`src/rtl/byte_fifo_ge.sv`:
```
module byte_fifo_ge #(
  parameter int DW    = 8,
  parameter int DEPTH = 16,
  parameter int STEPW = 3
) (
  input  logic                          clk,
  input  logic                          rst_n,
  input  logic                          host_wr,
  input  logic [DW-1:0]                 host_wdata,
  input  logic                          host_rd,
  input  logic                          seq_wr,
  input  logic [DW-1:0]                 seq_wdata,
  input  logic                          seq_rd,
  input  logic                          flush,
  input  logic                          int_ack,
  input  logic [STEPW-1:0]              seq_step,
  output logic [DW-1:0]                 rdata,
  output logic [$clog2(DEPTH):0]        fill_count,
  output logic [STEPW+$clog2(DEPTH):0]  flags,
  output logic                          gross_err,
  output logic                          func_done
);
  localparam int AW = $clog2(DEPTH);
  localparam int CW = AW + 1;

  logic [DW-1:0] mem [DEPTH];
  logic [AW-1:0] wr_ptr, rd_ptr;
  logic [CW-1:0] count;

  logic          push, pop, empty, full, do_pop, norm_push, over_push;
  logic [DW-1:0] wdata;

  assign push      = host_wr | seq_wr;
  assign wdata     = seq_wr ? seq_wdata : host_wdata;
  assign pop       = host_rd | seq_rd;
  assign empty     = (count == '0);
  assign full      = (count == CW'(DEPTH));
  assign do_pop    = pop && !empty;
  assign norm_push = push && (!full || do_pop);
  assign over_push = push && full && !do_pop;

  always_ff @(posedge clk or negedge rst_n) begin
    if (!rst_n) begin
      for (int i = 0; i < DEPTH; i++) mem[i] <= '0;
    end else if (flush) begin
      mem[0] <= '0;
    end else if (push) begin
      mem[wr_ptr] <= wdata;
    end
  end

  always_ff @(posedge clk or negedge rst_n) begin
    if (!rst_n) begin
      wr_ptr <= '0;
      rd_ptr <= '0;
      count  <= '0;
    end else if (flush) begin
      wr_ptr <= '0;
      rd_ptr <= '0;
      count  <= '0;
    end else begin
      if (norm_push) wr_ptr <= wr_ptr + 1'b1;
      if (do_pop)    rd_ptr <= rd_ptr + 1'b1;
      count <= count + CW'(norm_push) - CW'(do_pop);
    end
  end

  always_ff @(posedge clk or negedge rst_n) begin
    if (!rst_n)                  gross_err <= 1'b0;
    else if (over_push && !flush) gross_err <= 1'b1;
    else if (int_ack)            gross_err <= 1'b0;
  end

  always_ff @(posedge clk or negedge rst_n) begin
    if (!rst_n)       func_done <= 1'b0;
    else if (flush)   func_done <= 1'b1;
    else if (int_ack) func_done <= 1'b0;
  end

  assign rdata      = empty ? mem[wr_ptr] : mem[rd_ptr];
  assign fill_count = count;
  assign flags      = {seq_step, count};

  AST_COUNT_BOUND: assert property (@(posedge clk) disable iff (!rst_n)
    fill_count <= CW'(DEPTH));
  AST_FULL_WRITE: assert property (@(posedge clk) disable iff (!rst_n)
    (push && !pop && full && !flush) |=> (gross_err && fill_count == CW'(DEPTH) && rdata == $past(wdata)));
  AST_EMPTY_READ: assert property (@(posedge clk) disable iff (!rst_n)
    (pop && !push && empty && !flush) |=> (fill_count == '0 && $stable(rdata)));
  AST_FLUSH_DONE: assert property (@(posedge clk) disable iff (!rst_n)
    flush |=> (fill_count == '0 && func_done && rdata == '0));
  AST_PUSH_POP_HOLD: assert property (@(posedge clk) disable iff (!rst_n)
    (push && pop && !empty && !flush) |=> $stable(fill_count));
  AST_GE_STICKY: assert property (@(posedge clk) disable iff (!rst_n)
    (gross_err && !int_ack) |=> gross_err);
endmodule

```
`config.mk`:
```
export PLATFORM = sky130hd
export DESIGN_NAME = byte_fifo_ge
export DESIGN_NICKNAME = d
export VERILOG_FILES = /design/src/rtl/byte_fifo_ge.sv
export SDC_FILE = /design/constraint.sdc
export NUM_CORES = 1
export LEC_CHECK = 0
export BUFFER_PORTS_ARGS = -buffer_cell sky130_fd_sc_hd__buf_2
export CORE_MARGIN = 2
export CORE_UTILIZATION = 50
export CTS_CLUSTER_SIZE = 14
export DETAILED_ROUTE_END_ITERATION = 12
export GPL_TIMING_DRIVEN = 0
export PLACE_DENSITY_LB_ADDON = 0.05
export SYNTH_ARGS = -nofsm -noshare
export SYNTH_HDL_FRONTEND = slang
export SYNTH_SLANG_ARGS = --single-unit
```
`constraint.sdc`:
```
create_clock -name clk -period 7.5 [get_ports clk]
set_clock_uncertainty 0.2 [all_clocks]
set_input_delay 1.875 -clock clk [delete_from_list [all_inputs] [get_ports clk]]
set_output_delay 1.875 -clock clk [all_outputs]
set_load 0.02 [all_outputs]
```
# Word-level counts from Yosys, hierarchy flattened
# Cells that the tools add are included.
# op_classes
order_cmp	3
eq_ne	1
bitwise_logic	5
mux	21
reduce_logical	18
addsub	4
# ops
cell	count
$bwmux 128	1
$mux 128	1
$bmux 8 s4	2
$mux 8	8
$demux 8 s4	1
$mux 4	4
$ge 5x5->1 const B	2
$not 4->5	2
$reduce_bool 2->1	5
$add 4x1->4 const B	2
$logic_and 1x1->1	6
$add 5x1->5	1
$eq 5x5->1 const B	1
$logic_not 5->1	1
$lt 5x1->1 const B	1
$mux 5	1
$sub 5x1->5	1
$logic_not 1->1	4
$mux 1	3
$or 1x1->1	2
$reduce_and 2->1	1
$logic_or 1x1->1	1
$not 1->1	1
# totals
wordCells	73
output_inout_bits	23
input_bits	27
reg_bits	143

# Logic depth before layout (Yosys ltp)
# depth
ltp_word	8
depth_mapped	14
mapped_depth_nobuf	14

# Least setup slack after synthesis
# OpenSTA, ideal clock, no wires.
# synth_timing
path_type	input-to-reg
startpoint	in seq_wr
endpoint	reg count[4], in the netlist fill_count[4]
slack_ns	3.162
path_stages	14
required_time_ns	7.158
path_buffers	2
setup_time_ns	0.142
arrival_ns	3.996
path_cell_list	buf_6 > nor2_4 > buf_6 > a21oi_1 > inv_1 > ha_1 > inv_1 > ha_1 > inv_1 > fa_1 > nor2b_1 > o21bai_1 > a21oi_1 > nor3b_1
# synth_via
elab_chain_cells	5
# synth_lines
item	line	source
from (decl)	11	input logic seq_wr,
$or 1x1->1	33	assign push = host_wr | seq_wr;
$logic_and 1x1->1	39	assign norm_push = push && (!full || do_pop);
$add 5x1->5	64	count <= count + CW'(norm_push) - CW'(do_pop);
$sub 5x1->5	64	
$mux 5	57	end else if (flush) begin
to (signal assigned)	64	
to (decl)	28	logic [CW-1:0] count;
# Every way passes these cells.
# A chain may end at the register's enable or synchronous reset.

# Worst setup path in the final report
# layout_timing
startpoint	reg rd_ptr[1]
endpoint	out rdata[0]
# layout_via
elab_chain_cells	5
# layout_lines
item	line	source
from (decl)	27	logic [AW-1:0] wr_ptr, rd_ptr;
from (signal assigned)	63	if (do_pop) rd_ptr <= rd_ptr + 1'b1;
$not 4->5 (not written as such)	80	assign rdata = empty ? mem[wr_ptr] : mem[rd_ptr];
$bmux 8 s4	80	
$mux 8 (not written as such) (2 in a row)	80	
$mux 8	80	
to (decl)	17	output logic [DW-1:0] rdata,
# Every way passes these cells. The select of a mux whose other input is x is not followed.

==> out/summary.txt <==
kind of critical path - reg2out
io pins - 50
worst hold slack - 0.272 ns
Post-Syn Instances - 700
clock sink count - 143
power density cells - 340 nW/um^2
slew margin rel. - 26.0%
Synth Register Bits - 143
Static Leakage - 3.90 nW
unrepaired setup endpoints after global routing - no
initial drt markers - 548
Worst-path clk slew - 0.06 ns
min cycle time layout - 5.08 ns
Die ar. - 16900 sq um
Most used DFF post-synth - dfrtp_1
pin count of the biggest net entering global routing - 81
clock buffer depth - 2
Synth Net Count - 739
Synth async-reset ratio - 100%
Seq/Total Area, Yosys - 45.0%
DRC Markers - 0
TritonCTS clock tree - built
gpl congestion - 0.854
setup violators final - 0
global-route wire length before repair - 36200 um
row count - 46
number of global-route vias before repair - 6268
syn avg cell area - 11.4 sq um
worst-path cell chain - clkbuf_2 > buf_1 > mux4_2 > mux2_2 > a221o_1 > buf_2
H-tree depth - 4
layout cell share with drive strength beyond 1 - 26.6%
crit start category - register
DRT Pass-1 Iters - 5
mean routed wirelength per cell - 23.1 um
Post-synth EDFFs - 0
worst path required time - 5.43 ns
Post-CTS Hold Buffers - 0
Crit-path slowest cell - buf_1
Die Width - 130 um
Antenna Violating Nets Remaining - 0
Post-CTS Repair Setup Buffers - 0
Vias/cell - 6.13
total CTS buffers - 17
Core ar. - 15700 sq um
most frequent cells in the layout - 143 x dfrtp_1, 135 x nor2_1, 126 x a21oi_1
synth warn - 0
Worst-Margin Slew - 1.10 ns
Hold Path Class - reg2reg
Initial Util - 50.6%
Final Hold Vio Count - 0
GR Overflow Total - 0
Setup TNS - 0 ns
drt total wl - 22900 um
initial antenna violation count - 0
Post-Syn Area - 7950 sq um
worst stage delay on the critical path - 0.69 ns
IO Port Bufs - 44
most common cell after layout, fill and taps aside - dfrtp_1
Antenna diodes - 0
Distinct cells, synth - 43
Root Driver - clkbuf_16
status - finished, final reports clean
delay-heaviest family, CP - buffers and inverters
clock latency on the worst-skew pair - 0.43 ns
CP endpoint kind - output pin
max_cap viols - 0
chip height - 130 um
Layout area overhead - 13.8%
Layout Nets - 803
worst path arrival time - 3.01 ns
VDD IR max - 242 uV
Final Max Slew Viols - 0
HPWL after DPL - 16600 um
Via Count - 6091
global-route usage over all layers - 29.3%
post-CTS sizing - 0
worst path bufs/invs - 3
worst-path fanout max - 10
Max Clk Rate - 0.197 GHz
Tcrit/Tclk final - 67.7%
==> metal layers <==
metal,global-route usage (%),part of all wire (%),vias up
met4,11.7,2.5,0
met2,48.4,50,254
met3,6.48,6.9,39
li1,-,-,2676
met1,37.9,40,3122
met5,0,0,-
==> power breakdown <==
group          switching [mW]  internal, mW  total (mW)
combinational           0.624         0.547        1.17
clock                   0.352         0.494       0.846
sequential              0.138         0.926        1.06
total                    1.11          1.97        3.08
==> final timing paths <==
check	from	endpoint	slack, ns	cells after the start
max in group asynchronous	rst_n	mem[12]	5.06	2
worst min-delay path	func_done	func_done	0.27	1
min in group asynchronous	rst_n	mem[82]	1.23	1
worst max-delay path	rd_ptr[1]	rdata[0]	2.42	6
worst max register to register	fill_count[2]	fill_count[4]	4.14	14
worst min register to register	func_done	func_done	0.27	1
==> cell usage after synthesis (2+ instances only) <==
library cell	count	area share (%)
dfrtp_1	143	45
nor2_1	135	6.4
a21oi_1	126	7.9
mux4_2	60	17
mux2i_1	24	3.0
buf_4	19	1.8
clkbuf_1	17	0.80
nand2_1	16	0.76
buf_2	15	0.94
mux2_2	13	1.8
ha_1	11	1.7
inv_1	11	0.52
o21ai_0	11	0.69
nand3_1	8	0.50
nor4b_2	8	1.5
nor4b_4	8	2.4
o22ai_1	8	0.63
nor2b_1	6	0.47
xnor2_1	6	0.66
a21o_1	5	0.47
a22oi_1	5	0.47
a31oi_1	5	0.39
buf_1	5	0.24
buf_6	5	0.71
a221o_1	4	0.50
nor3b_1	4	0.38
nand2b_1	3	0.24
nor3_1	2	0.13
o2bb2ai_1	2	0.22
or2_2	2	0.16
==> area by class of cell <==
type / count / area, sq um
Inverter: 11 / 41.3
Timing Repair Buffer: 45 / 254
Fill cell: 1329 / 6660
Buffer: 62 / 362
Multi-Input combinational cell: 484 / 3970
Sequential cell: 143 / 3580
Clock buffer: 21 / 440
Tap cell: 216 / 270
Clock inverter: 11 / 131
==> cells by family after synthesis <==
logic type | count (synthesis) | share of synthesized area (%)
adder cells (fa/ha/maj) | 12 | 1.98
buffers and inverters | 73 | 5.07
AO/OA/AOI/OAI | 172 | 12.0
flip-flops | 143 | 45.0
XOR/XNOR | 7 | 0.771
AND/OR/NAND/NOR | 196 | 13.4
multiplexers | 97 | 21.9
==> state kept, by name, summed over array words and instances, names as in the netlist <==
| signal | flops |
|---|---|
| mem | 128 |
| fill_count | 5 |
| rd_ptr | 4 |
| wr_ptr | 4 |
| func_done | 1 |
| gross_err | 1 |
==> through the flow <==
stage,power [mW],setup slack (ns),area (sq um),util [%],instances
floorplan,1.89,3.16,7950,-,700
global placement,2.20,2.30,8440,53.7,960
detailed placement,2.24,2.85,8480,53.9,961
CTS,3.08,2.43,9050,57.6,993
global route,3.24,2.36,9050,57.6,993
finish,3.08,2.42,9050,57.6,993
Note: power is estimated with default switching activity, not from simulation.
